$ cat src/rtl/i2c_rp_pkg.sv
// Package: shared types for the I2C target register port.
// Assumes: nothing beyond IEEE 1800-2017.
package i2c_rp_pkg;

    // Protocol engine states
    typedef enum logic [2:0] {
        ST_IDLE,    // waiting for a start condition
        ST_RX,      // shifting in a byte from the master
        ST_ACKW,    // byte accepted, waiting for SCL low to pull SDA
        ST_ACK,     // holding SDA low through the ninth pulse
        ST_TX,      // shifting a byte out to the master
        ST_MACK,    // SDA released, sampling the master acknowledge
        ST_MHOLD    // master acknowledged, waiting for SCL low to reload
    } eng_state_t;

    // Meaning of the byte currently being received
    typedef enum logic [1:0] {
        BK_DEV,     // device address plus direction
        BK_SUBH,    // subaddress high byte
        BK_SUBL,    // subaddress low byte
        BK_DATA     // write data
    } byte_kind_t;

endpackage

$ cat src/rtl/i2c_rp_sync.sv
// Module: i2c_rp_sync
// Brings SCL and SDA into the system clock domain and flags bus events:
// SCL rising and falling edges, start (SDA falls while SCL high) and
// stop (SDA rises while SCL high).
// Assumes: the system clock is several times faster than SCL and the
// lines idle high, so the registers reset to 1 to avoid spurious events.
module i2c_rp_sync #(
    parameter int SYNC_STAGES = 2
) (
    input  logic clk,
    input  logic rst_n,
    input  logic scl_i,
    input  logic sda_i,
    output logic scl_s,
    output logic sda_s,
    output logic scl_rise,
    output logic scl_fall,
    output logic start_evt,
    output logic stop_evt
);
    localparam int MSB = SYNC_STAGES - 1;

    logic [MSB:0] scl_pipe;
    logic [MSB:0] sda_pipe;
    logic         scl_q;
    logic         sda_q;

    // Shift both lines through the synchroniser chain and keep one older copy
    always_ff @(posedge clk) begin
        if (!rst_n) begin
            scl_pipe <= '1;
            sda_pipe <= '1;
            scl_q    <= 1'b1;
            sda_q    <= 1'b1;
        end else begin
            scl_pipe <= {scl_pipe[MSB-1:0], scl_i};
            sda_pipe <= {sda_pipe[MSB-1:0], sda_i};
            scl_q    <= scl_pipe[MSB];
            sda_q    <= sda_pipe[MSB];
        end
    end

    // Decode edges and bus conditions from current and previous samples
    always_comb begin
        scl_s     = scl_pipe[MSB];
        sda_s     = sda_pipe[MSB];
        scl_rise  = scl_s & ~scl_q;
        scl_fall  = ~scl_s & scl_q;
        start_evt = scl_s & scl_q & sda_q & ~sda_s;
        stop_evt  = scl_s & scl_q & ~sda_q & sda_s;
    end

endmodule

$ cat src/rtl/i2c_rp_engine.sv
// Module: i2c_rp_engine
// Byte-level protocol engine: device address match, two-byte subaddress
// capture with window check, write strobes, read shifting with top-register
// hold, acknowledge generation, and start/stop override at any bit.
// Assumes: events come from i2c_rp_sync. SDA is only pulled after SCL is
// seen low. reg_rdata answers reg_raddr in the same cycle.
module i2c_rp_engine
    import i2c_rp_pkg::*;
#(
    parameter logic [4:0]  DEV_HI   = 5'b01110,
    parameter logic [15:0] SUB_BASE = 16'h4000,
    parameter int          NUM_REGS = 8
) (
    input  logic        clk,
    input  logic        rst_n,
    input  logic        scl_s,
    input  logic        sda_s,
    input  logic        scl_rise,
    input  logic        scl_fall,
    input  logic        start_evt,
    input  logic        stop_evt,
    input  logic [1:0]  addr_sel,
    output logic        sda_oe,
    output logic        reg_we,
    output logic [15:0] reg_waddr,
    output logic [7:0]  reg_wdata,
    output logic [15:0] reg_raddr,
    input  logic [7:0]  reg_rdata
);
    localparam logic [15:0] SUB_TOP = 16'(SUB_BASE + NUM_REGS - 1);

    eng_state_t state;
    byte_kind_t kind;
    logic [2:0]  bitcnt;
    logic [6:0]  shreg;
    logic [6:0]  txreg;
    logic [7:0]  sub_hi;
    logic [15:0] ptr;
    logic        go_tx;

    logic [7:0]  byte_in;
    logic [15:0] sub_full;
    logic        dev_hit;
    logic        sub_ok;
    logic        wr_ok;

    // Decode the byte completing on this SCL rise and the window checks
    always_comb begin
        byte_in   = {shreg, sda_s};
        sub_full  = {sub_hi, byte_in};
        dev_hit   = (byte_in[7:1] == {DEV_HI, addr_sel});
        sub_ok    = (sub_full >= SUB_BASE) && (sub_full <= SUB_TOP);
        wr_ok     = (ptr <= SUB_TOP);
        reg_raddr = (ptr > SUB_TOP) ? SUB_TOP : ptr;
    end

    // Protocol sequencing; stop and start override every state
    always_ff @(posedge clk) begin
        if (!rst_n) begin
            state     <= ST_IDLE;
            kind      <= BK_DEV;
            bitcnt    <= '0;
            shreg     <= '0;
            txreg     <= '0;
            sub_hi    <= '0;
            ptr       <= SUB_BASE;
            go_tx     <= 1'b0;
            sda_oe    <= 1'b0;
            reg_we    <= 1'b0;
            reg_waddr <= '0;
            reg_wdata <= '0;
        end else begin
            reg_we <= 1'b0;
            if (stop_evt) begin
                state  <= ST_IDLE;
                sda_oe <= 1'b0;
            end else if (start_evt) begin
                state  <= ST_RX;
                kind   <= BK_DEV;
                bitcnt <= '0;
                sda_oe <= 1'b0;
            end else begin
                case (state)
                    ST_RX: if (scl_rise) begin
                        shreg  <= byte_in[6:0];
                        bitcnt <= bitcnt + 3'd1;
                        if (bitcnt == 3'd7) begin
                            state <= ST_ACKW;
                            go_tx <= 1'b0;
                            case (kind)
                                BK_DEV: begin
                                    if (!dev_hit) state <= ST_IDLE;
                                    go_tx <= byte_in[0];
                                    kind  <= BK_SUBH;
                                end
                                BK_SUBH: begin
                                    sub_hi <= byte_in;
                                    kind   <= BK_SUBL;
                                end
                                BK_SUBL: begin
                                    if (sub_ok) ptr <= sub_full;
                                    else        state <= ST_IDLE;
                                    kind <= BK_DATA;
                                end
                                default: begin
                                    if (wr_ok) begin
                                        reg_we    <= 1'b1;
                                        reg_waddr <= ptr;
                                        reg_wdata <= byte_in;
                                        ptr       <= ptr + 16'd1;
                                    end else begin
                                        state <= ST_IDLE;
                                    end
                                end
                            endcase
                        end
                    end
                    ST_ACKW: if (scl_fall) begin
                        sda_oe <= 1'b1;
                        state  <= ST_ACK;
                    end
                    ST_ACK, ST_MHOLD: if (scl_fall) begin
                        bitcnt <= '0;
                        if (go_tx || state == ST_MHOLD) begin
                            txreg  <= reg_rdata[6:0];
                            sda_oe <= ~reg_rdata[7];
                            state  <= ST_TX;
                        end else begin
                            sda_oe <= 1'b0;
                            state  <= ST_RX;
                        end
                    end
                    ST_TX: if (scl_fall) begin
                        if (bitcnt == 3'd7) begin
                            sda_oe <= 1'b0;
                            state  <= ST_MACK;
                        end else begin
                            sda_oe <= ~txreg[6];
                            txreg  <= {txreg[5:0], 1'b0};
                            bitcnt <= bitcnt + 3'd1;
                        end
                    end
                    ST_MACK: if (scl_rise) begin
                        if (!sda_s) begin
                            if (ptr < SUB_TOP) ptr <= ptr + 16'd1;
                            state <= ST_MHOLD;
                        end else begin
                            state <= ST_IDLE;
                        end
                    end
                    default: ;
                endcase
            end
        end
    end

    // Pulling SDA low starts only in the SCL low phase
    assert_pull_in_low_R10: assert property (@(posedge clk) disable iff (!rst_n)
        $rose(sda_oe) |-> !scl_s);

    // A stop leaves SDA released on the next cycle
    assert_stop_release_R8: assert property (@(posedge clk) disable iff (!rst_n)
        stop_evt |=> !sda_oe);

    // Write strobes only hit the implemented window
    assert_write_in_window_R5: assert property (@(posedge clk) disable iff (!rst_n)
        reg_we |-> (reg_waddr >= SUB_BASE && reg_waddr <= SUB_TOP));

    // Write strobe lasts a single cycle
    assert_strobe_single_R4: assert property (@(posedge clk) disable iff (!rst_n)
        reg_we |=> !reg_we);

    // Read address never leaves the window
    assert_read_in_window_R6: assert property (@(posedge clk) disable iff (!rst_n)
        reg_raddr >= SUB_BASE && reg_raddr <= SUB_TOP);

endmodule

$ cat src/rtl/i2c_regport.sv
// Module: i2c_regport
// Top of the I2C target register port: synchroniser/event decoder plus
// protocol engine. SDA output is open-drain (sda_oe=1 pulls low).
// Assumes: the clock is much faster than SCL, and the external register
// bank answers reg_raddr combinationally on reg_rdata.
module i2c_regport #(
    parameter logic [4:0]  DEV_HI      = 5'b01110,
    parameter logic [15:0] SUB_BASE    = 16'h4000,
    parameter int          NUM_REGS    = 8,
    parameter int          SYNC_STAGES = 2
) (
    input  logic        clk,
    input  logic        rst_n,
    input  logic        scl_i,
    input  logic        sda_i,
    input  logic [1:0]  addr_sel,
    output logic        sda_oe,
    output logic        reg_we,
    output logic [15:0] reg_waddr,
    output logic [7:0]  reg_wdata,
    output logic [15:0] reg_raddr,
    input  logic [7:0]  reg_rdata
);
    logic scl_s, sda_s, scl_rise, scl_fall, start_evt, stop_evt;

    // Line synchronisation and bus event decode
    i2c_rp_sync #(.SYNC_STAGES(SYNC_STAGES)) u_sync (
        .clk       (clk),
        .rst_n     (rst_n),
        .scl_i     (scl_i),
        .sda_i     (sda_i),
        .scl_s     (scl_s),
        .sda_s     (sda_s),
        .scl_rise  (scl_rise),
        .scl_fall  (scl_fall),
        .start_evt (start_evt),
        .stop_evt  (stop_evt)
    );

    // Byte protocol and register port
    i2c_rp_engine #(
        .DEV_HI   (DEV_HI),
        .SUB_BASE (SUB_BASE),
        .NUM_REGS (NUM_REGS)
    ) u_engine (
        .clk       (clk),
        .rst_n     (rst_n),
        .scl_s     (scl_s),
        .sda_s     (sda_s),
        .scl_rise  (scl_rise),
        .scl_fall  (scl_fall),
        .start_evt (start_evt),
        .stop_evt  (stop_evt),
        .addr_sel  (addr_sel),
        .sda_oe    (sda_oe),
        .reg_we    (reg_we),
        .reg_waddr (reg_waddr),
        .reg_wdata (reg_wdata),
        .reg_raddr (reg_raddr),
        .reg_rdata (reg_rdata)
    );

endmodule

$ cat config.mk
export PLATFORM = sky130hd
export DESIGN_NAME = i2c_regport
export DESIGN_NICKNAME = d
export VERILOG_FILES = /design/src/rtl/i2c_rp_pkg.sv /design/src/rtl/i2c_rp_sync.sv /design/src/rtl/i2c_rp_engine.sv /design/src/rtl/i2c_regport.sv
export SDC_FILE = /design/constraint.sdc
export NUM_CORES = 1
export LEC_CHECK = 0
export BUFFER_PORTS_ARGS = -buffer_cell sky130_fd_sc_hd__buf_2
export CAP_MARGIN = 20
export CORE_ASPECT_RATIO = 0.8
export CORE_UTILIZATION = 28
export CTS_CLUSTER_DIAMETER = 150
export DETAILED_ROUTE_END_ITERATION = 8
export RECOVER_POWER = 100
export SLEW_MARGIN = 25
export SYNTH_ARGS = -nofsm -noshare
export SYNTH_HDL_FRONTEND = slang
export SYNTH_SLANG_ARGS = --single-unit
$ cat constraint.sdc
create_clock -name clk -period 2.7 [get_ports clk]
set_clock_uncertainty 0.1 [all_clocks]
set_input_delay 0.54 -clock clk [delete_from_list [all_inputs] [get_ports clk]]
set_output_delay 0.54 -clock clk [all_outputs]
set_load 0.02 [all_outputs]
# [Word level (Yosys, flattened, before mapping)]
# Cells that the tools add are included.
[totals] reg_bits=79 latch_bits=0 ram_bits=0 mem_bits_ro=0 inputBits=14 output_inout_bits=42 word_cells=155 memories=0
[classes] n_addsub=2 multipliers=0 div=0 magnitude_cmp=5 n_eq_ne=32 n_shift=0 n_mux=49 n_bitwise=20 n_reduce_logical=30
[ops] cell="$mux W16" n=8
[ops] cell="$pmux W16 S2" n=2
[ops] cell="$mux W3" n=14
[ops] cell="$le A16 B15 Y1 const B" n=2
[ops] cell="$mux W7" n=4
[ops] cell="$ne A3 B3 Y1 const B" n=6
[ops] cell="$pmux W3 S3" n=2
[ops] cell="$add A16 B1 Y16 const B" n=1
[ops] cell="$ge A16 B15 Y1 const B" n=1
[ops] cell="$gt A16 B15 Y1 const B" n=1
[ops] cell="$lt A16 B15 Y1 const B" n=1
[ops] cell="$ne A2 B2 Y1 const B" n=8
[ops] cell="$reduce_and A8 Y1" n=2
[ops] cell="$pmux W3 S5" n=1
[ops] cell="$mux W2" n=7
[ops] cell="$pmux W7 S2" n=1
[ops] cell="$reduce_and A7 Y1" n=2
[ops] cell="$not A1 Y1" n=13
[ops] cell="$eq A3 B3 Y1 const B" n=4
[ops] cell="$reduce_and A6 Y1" n=2
[ops] cell="$reduce_and A11 Y1" n=1
[ops] cell="$reduce_and A5 Y1" n=2
[ops] cell="$reduce_bool A2 Y1" n=5
[ops] cell="$ne A3 B2 Y1 const B" n=3
[ops] cell="other kinds (23)" n=45

# [Longest topological paths before layout]
# Gate-level depths: netlist of the first run.
[logic_depth] ltp_word=8 depth_mapped=8 ltp_nobuf=7

# [Cells and area by module]
# Synthesis of the first run repeated with hierarchy kept, for this count alone.
[unflattened] hier_cells=479 area_unflattened_um2=3991.3
[modules_own_cells] mod="i2c_rp_engine" instances=1 cells_per_inst=463 area_each_um2=3801.1 seq_area_each_um2=1461.4
[modules_own_cells] mod="i2c_rp_sync" instances=1 cells_per_inst=16 area_each_um2=190.2 seq_area_each_um2=120.1

# [Worst setup path after synthesis of the first run]
# Ideal clock, no wire load.
[synth_timing] path_kind="register -> register" start="register u_engine.bitcnt[0]" end="register u_engine.txreg[4]" setup_ps=86 arrival_time_ps=2104 required_ps=2514 setup_slack_ps=411 stages_incl_launch_ff=8 path_buffers=1 synth_period_minus_slack_ps=2289 cell_sequence="dfxtp_1 ha_1 ha_1 or3b_2 a221oi_2 clkbuf_1 nor2_1 a211oi_1"
[synth_via] elab_chain_len=3
[synth_rtl] item="start, declared" line_no="i2c_rp_engine.sv:34" source="logic [2:0] bitcnt;"
[synth_rtl] item="start signal, assigned" line_no="i2c_rp_engine.sv:86" source="bitcnt <= bitcnt + 3'd1;"
[synth_rtl] item="start signal, assigned" line_no="i2c_rp_engine.sv:140" source="bitcnt <= bitcnt + 3'd1;"
[synth_rtl] item="$eq A3 B3 Y1" line_no="i2c_rp_engine.sv:134" source="if (bitcnt == 3'd7) begin"
[synth_rtl] item="$ne A2 B2 Y1 (no source line)"
[synth_rtl] item="$reduce_and A7 Y1 (no source line)"
[synth_rtl] item="end signal, assigned" line_no="i2c_rp_engine.sv:125" source="txreg <= reg_rdata[6:0];"
[synth_rtl] item="end signal, assigned" line_no="i2c_rp_engine.sv:139" source="txreg <= {txreg[5:0], 1'b0};"
[synth_rtl] item="end, declared" line_no="i2c_rp_engine.sv:36" source="logic [6:0] txreg;"
# No other way between the ends.
# A chain may end at the register's enable or synchronous reset.

# [Worst setup path in the final report of the first run]
[layout_timing] start="register u_engine.ptr[5]" end="output port reg_raddr[2]"
[layout_via] elab_chain_len=2
[layout_rtl] item="start, declared" line_no="i2c_rp_engine.sv:38" source="logic [15:0] ptr;"
[layout_rtl] item="start signal, assigned" line_no="i2c_rp_engine.sv:101" source="if (sub_ok) ptr <= sub_full;"
[layout_rtl] item="start signal, assigned" line_no="i2c_rp_engine.sv:110" source="ptr <= ptr + 16'd1;"
[layout_rtl] item="start signal, assigned" line_no="i2c_rp_engine.sv:145" source="if (ptr < SUB_TOP) ptr <= ptr + 16'd1;"
[layout_rtl] item="$gt A16 B15 Y1" line_no="i2c_rp_engine.sv:54" source="reg_raddr = (ptr > SUB_TOP) ? SUB_TOP : ptr;"
[layout_rtl] item="$mux W16" line_no="i2c_rp_engine.sv:54"
[layout_rtl] item="end, declared" line_no="i2c_regport.sv:21" source="output logic [15:0] reg_raddr,"
# No other way between the ends.

==> metrics, run 1 <==
number of global-route vias before repair=between 3000 and 4000; CTS Buf Count=9; Pre-antenna DRT Iters=5; clock buffer depth=2; Die W=~130 um; non-filler instance count after layout=~700; leading cell types in the layout, fill and taps excluded=79 x dfxtp_1, 62 x nor2_1, 44 x nand2_1, 40 x mux2i_1, 40 x clkbuf_1; clk sinks=79; ys flop type=dfxtp_1; period utilization=between 90% and 100%; Via density=~5; GRT Overall Usage=between 10% and 20%; Reg2Reg Launch Point=u_engine.kind[0]$_SDFFE_PN0P_; total number of vias=between 3000 and 4000; RSZ-0062 raised after global routing=no; first-pass GRT wire length=17300 um; die area=roughly 15000 sq um; clock root buffer=clkbuf_16; worst skew pair latency=between 300 and 400 ps; status=finished, final reports clean; register area share after synthesis=between 30 and 40%; Worst Path Required=around 2100 ps; Fin Setup TNS=0 ps; Post-CTS Resized=0; GPL Wtd Cong=about 0.86; WL/cell=roughly 15 um; post-layout min period=about 2600 ps; R2R depth=7; worst hold start=scl_i; Setup CP Type=flop to output pin; CTS tree=yes; Mean Syn Cell Area=around 8.5 sq um; Post-synth EDFFs=0; f_max=0.388 GHz; R2R Setup Slk=about 240 ps; core area=roughly 14000 sq um; Slew @ Worst Pin=about 800 ps; Die Ht=around 110 um; Iteration-0 DRC Markers=approximately 230; Cells after Synth=464; number of setup buffers added after CTS=0; Yosys reg bits=79; layout cell share with drive strength beyond 1=a little over an eighth; dpl cells=686; IO Count=56; CP arrival=1930 ps; Yosys cell types=57; Clk pin slew, worst setup/hold paths=roughly 60 ps; Hold Crit Class=input port to flop; Hold Path Stages=2; crit path max fanout=8; Slew HR=a little under half; commonest non-fill, non-tap cell in the layout=dfxtp_1; final hold violation count=0; H-tree Lvls=3; num rows=38; startpoint types=flop; Post-CTS Hold Buffers=0; WHS Endpoint=u_sync.scl_pipe[0]$_SDFF_PN1_; synth warn=0; Synth Cell Area=a little under 4000 sq um; grt total ovfl=0; Worst VDD drop=~0.00034 V; Max Slew Vio Count=0; Initial Util=28.9%; n_diodes=0; P_leak=approximately 1.6 nW; final routed DRC violation total=0; synthesis-to-finish area growth=19.9%; Routed WL=approximately 11000 um; initial antenna violation count=0; largest net degree at the start of global routing=61; Post-Syn Nets=about 490; max-cap violation count=0; dpl hpwl=approximately 7400 um; worst r2r dst=u_engine.ptr[0]$_SDFFE_PN0P_; Nets=about 540; PortBufs=54; Final setup viols=0; asr flop ratio synth=0%; Setup crit end kind=output pin; post-route ant nets=0; PwrDens=approximately 550 nW/um^2
cell usage after synthesis, drive strengths merged (2+ instances only):
master	number	area [sq um]
nand4	10	62.6
xor2	2	17.5
mux2i	40	400
dfxtp	79	1580
a311oi	2	17.5
xnor2	2	17.5
nor3	7	35.0
o22ai	4	25.0
and3b	2	17.5
and4	2	17.5
a21oi	22	110
nor4	18	113
a32oi	4	35.0
nand3	12	65.1
inv	5	18.8
nor2b	2	12.5
or2	5	31.3
nor2	62	233
and3	2	12.5
nand2b	12	75.1
o31ai	2	15.0
o21a	2	15.0
a31oi	4	25.0
clkbuf	26	97.6
a211oi	7	52.6
ha	8	100
and2	12	75.1
buf	10	85.1
nand3b	7	52.6
nand2	44	165
o21ai	14	70.1
nor3b	3	22.5
a2111oi	2	30.0
o31a	3	26.3
or3	3	18.8
o32ai	6	52.6
cell type report:
| cell class | count | area [sq um] |
|---|---|---|
| Fill cell | 1436 | 8940 |
| Inverter | 6 | 22.5 |
| Tap cell | 180 | 225 |
| Sequential cell | 79 | 1580 |
| Clock buffer | 11 | 253 |
| Timing Repair Buffer | 78 | 393 |
| Multi-Input combinational cell | 343 | 2190 |
| Clock inverter | 5 | 80.1 |
metrics by stage:
step / setup slack (ps) / total power [mW] / util, % / hold slack (ps) / instance area [sq um]
floorplan: 411 / 1.25 / - / 286 / 3960
global placement: 389 / 1.27 / 32.8 / 289 / 4490
detailed placement: 256 / 1.27 / 32.8 / 294 / 4490
CTS: 40.1 / 2.62 / 35.2 / 273 / 4820
global route: 15.5 / 2.68 / 34.7 / 283 / 4750
finish: 126 / 2.60 / 34.7 / 284 / 4750
cell families after synthesis:
kind of cell / after synthesis / synth area share [%]
and+or+nand+nor: 207 / 26.5
AOI/OAI and AO/OA: 83 / 14.7
DFF: 79 / 39.9
buffers and inverters: 42 / 5.18
muxes: 40 / 10.1
adders and majority gates: 8 / 2.53
xor gates and xnor gates: 4 / 0.885
other: 1 / 0.0947
flip-flops by register name, indices dropped and copies added (netlist names):
name and count:
u_engine.shreg 7, u_engine.reg_waddr 16, u_sync.scl_q 1, u_sync.scl_pipe 2, u_engine.sub_hi 8, u_engine.kind 2
u_sync.sda_q 1, u_engine.reg_wdata 8, u_engine.state 3, u_engine.sda_oe 1, u_engine.ptr 16, u_sync.sda_pipe 2
u_engine.bitcnt 3, u_engine.go_tx 1, u_engine.txreg 7, u_engine.reg_we 1
routing by layer:
| layer | track usage [%] | vias to the layer above | wire [um] | part of all wire [%] |
|---|---|---|---|---|
| met3 | 3.28 | 12 | 662 | 6.2 |
| met1 | 20.3 | 1703 | 5080 | 48 |
| met5 | 0 | - | 0 | 0 |
| met2 | 23.7 | 92 | 4770 | 45 |
| li1 | - | 1775 | - | - |
| met4 | 4.90 | 0 | 141 | 1.3 |
worst max-delay path by stage:
stage | start | to | slack [ps] | depth (start not counted)
finish | u_engine.ptr[5]$_SDFFE_PN0P_ | reg_raddr[2] | 130 | 5
detailed placement | u_engine.kind[0]$_SDFFE_PN0P_ | u_engine.ptr[0]$_SDFFE_PN0P_ | 260 | 7
floorplan | u_engine.bitcnt[0]$_SDFFE_PN0P_ | u_engine.txreg[4]$_SDFFE_PN0P_ | 410 | 7
global route | u_engine.ptr[5]$_SDFFE_PN0P_ | reg_raddr[2] | 20 | 5
global placement | u_engine.kind[0]$_SDFFE_PN0P_ | u_engine.ptr[0]$_SDFFE_PN0P_ | 390 | 6
CTS | u_engine.ptr[5]$_SDFFE_PN0P_ | reg_raddr[2] | 40 | 5
worst max-delay path, stage by stage (launching register included):
cell and delay (ps):
dfxtp_1 410, nor4_2 370, a41oi_1 150, buf_4 200
or2_2 290, clkbuf_2 160
power by group:
group	switching (mW)	internal [mW]	total [mW]
clock network	0.494	0.859	1.35
registers	0.00632	1.17	1.18
logic	0.0475	0.0229	0.0703
Note: power is estimated with default switching activity, not from simulation.
==> run 2, diff against run 1 <==
--- a/config.mk
+++ b/config.mk
@@ -11,7 +11,6 @@
 export CORE_UTILIZATION = 28
 export CTS_CLUSTER_DIAMETER = 150
 export DETAILED_ROUTE_END_ITERATION = 8
-export RECOVER_POWER = 100
 export SLEW_MARGIN = 25
 export SYNTH_ARGS = -nofsm -noshare
 export SYNTH_HDL_FRONTEND = slang
==> run 2 against run 1 <==
Against the previous run:
- design area grew 1.9%
- global-route usage is the same
- worst hold slack is essentially flat
- sequential share of layout area shrank 0.61 points
- critical path depth is the same
- clock power is essentially flat
- non-clock buffer count is the same
- count of clock-buffer cells in the layout is the same
- total power is essentially flat
==> metrics, run 2 (synthesis results as in run 1) <==
Routed WL=10600 um (-0.53%); number of global-route vias before repair=3383 (unchanged); commonest non-fill, non-tap cell in the layout=dfxtp_1; switching power=0.548 mW (about the same); die area=14600 sq um (unchanged); Slew HR=47.1% (-0.32 points); Worst VDD drop=0.000340 V (+0.44%); Max Slew Vio Count=0 (unchanged); WL/cell=15.1 um (-0.53%); worst skew pair latency=340 ps (about the same); P_leak=1.81 nW (+11%); leading cell types in the layout, fill and taps excluded=79 x dfxtp_1, 62 x nor2_1, 54 x buf_2, 44 x nand2_1, 40 x mux2i_1; grt total ovfl=0 (unchanged); Pre-antenna DRT Iters=7 (+2); core area=13700 sq um (unchanged); startpoint types=flop; CP arrival=1930 ps (about the same); initial antenna violation count=0 (unchanged); f_max=0.389 GHz (+0.23%); Setup crit end kind=output pin; hold slack=284 ps (-0.437 ps); Comb power frac=2.8% (about the same); period utilization=95.1% (-0.22 points); num rows=38 (unchanged); Final setup viols=0 (unchanged); Nets=539 (unchanged); CTS Buf Count=9 (unchanged); max-cap violation count=0 (unchanged); post-route ant nets=0 (unchanged); IO Count=56 (unchanged); clk sinks=79 (unchanged); Initial Util=28.9% (unchanged); Clk pin slew, worst setup/hold paths=60 ps (about the same); largest net degree at the start of global routing=61 (unchanged); share of power burned in the clock network=52.0% (about the same); PwrDens=538 nW/um^2 (-1.8%); layout cell share with drive strength beyond 1=21.3% (+7.9 points); GPL Wtd Cong=0.856 (unchanged); number of setup buffers added after CTS=0 (unchanged); met1 wire length=5050 um (-0.45%); Hold Crit Class=input port to flop; Fin Setup TNS=0 ps (unchanged); RSZ-0062 raised after global routing=no; Setup CP Type=flop to output pin; Sw Ratio=21.1% (about the same); crit path max fanout=8 (unchanged); final hold violation count=0 (unchanged); Die Ht=108 um (unchanged); Worst Path Required=2060 ps (about the same); largest registers=u_engine.ptr x16, u_engine.reg_waddr x16; PortBufs=54 (unchanged); CTS tree=yes; clock buffer depth=2 (unchanged); Final Power=2.60 mW (about the same); Via density=5.06 (-0.75%); Iteration-0 DRC Markers=219 (-4.4%); n_diodes=0 (unchanged); met3 routed WL=623 um (-5.9%); synthesis-to-finish area growth=22.2%; status=finished, final reports clean; total number of vias=3555 (-0.75%); post-layout min period=2570 ps (-5.85 ps); WL met2=4800 um (+0.50%); Die W=135 um (unchanged); first-pass GRT wire length=17300 um (unchanged); dpl hpwl=7450 um (unchanged); Highest Signal Layer=met4; GRT Overall Usage=15.0% (unchanged); clock root buffer=clkbuf_16; H-tree Lvls=3 (unchanged); final routed DRC violation total=0 (unchanged); Internal=2.05 mW (+0.10%); Slew @ Worst Pin=793 ps (+4.79 ps); sequential share of power=45.2% (about the same)
[run 2: cell count changes in the layout (fill, tap and decap cells not counted)]
cell / before / now
buf_12: 1 / 2
and2_1: 6 / 12
a221oi_2: 0 / 1
clkbuf_4: 1 / 0
clkbuf_1: 40 / 0
and2_0: 6 / 0
buf_2: 18 / 54
clkbuf_2: 4 / 0
buf_4: 14 / 22
a221oi_1: 1 / 0
[run 2: layer usage]
| layer | GRT usage, % | up-vias |
|---|---|---|
| met1 | 20.3 | 1686 |
| met3 | 3.28 | 10 |
| li1 | - | 1772 |
| met5 | 0 | - |
| met2 | 23.7 | 87 |
| met4 | 4.90 | 0 |
[run 2: critical path: stages, from the launching register on]
cell	delay, ps
dfxtp_1	410
nor4_2	370
a41oi_1	150
buf_4	210
or2_2	290
buf_2	170
[run 2: worst paths after layout]
kind         slack (ps)                          start  depth (start not counted)                       endpoint
max reg2reg         240  u_engine.kind[0]$_SDFFE_PN0P_                          7   u_engine.ptr[0]$_SDFFE_PN0P_
min                 280                          scl_i                          2  u_sync.scl_pipe[0]$_SDFF_PN1_
max                 130   u_engine.ptr[5]$_SDFFE_PN0P_                          5                   reg_raddr[2]
min reg2reg         310  u_sync.scl_pipe[0]$_SDFF_PN1_                          1  u_sync.scl_pipe[1]$_SDFF_PN1_
[run 2: cell type report]
class	instances	area, sq um
well taps	180	225
repair buffers	78	475
flip-flops and latches	79	1580
fillers	1412	8850
multi-input cells	343	2200
clock inverters	5	80.1
clock buffers	11	253
inverters	6	22.5
[run 2: metrics by stage]
stage / setup slack, ps / area [sq um] / utilization [%] / instances
detailed placement: 256 / 4490 / 32.8 / 686
CTS: 40.1 / 4820 / 35.2 / 702
global route: 19.1 / 4840 / 35.3 / 702
finish: 132 / 4840 / 35.3 / 702
global placement: 389 / 4490 / 32.8 / 686
floorplan: 411 / 3960 / - / 464
[run 2: power groups by stage]
stage,Clock [mW],Sequential [mW],Combinational [mW]
global placement,0,1.20,0.0719
floorplan,0,1.20,0.0476
finish,1.35,1.18,0.0726
detailed placement,0,1.20,0.0726
CTS,1.37,1.18,0.0731
global route,1.43,1.18,0.0797
[run 2: what timing repair did]
item / 4_1_cts / 5_1_grt
gates resized for setup: 0 / 3
hold buffers: 0 / 0
endpoints found under the setup margin: 0 / 3
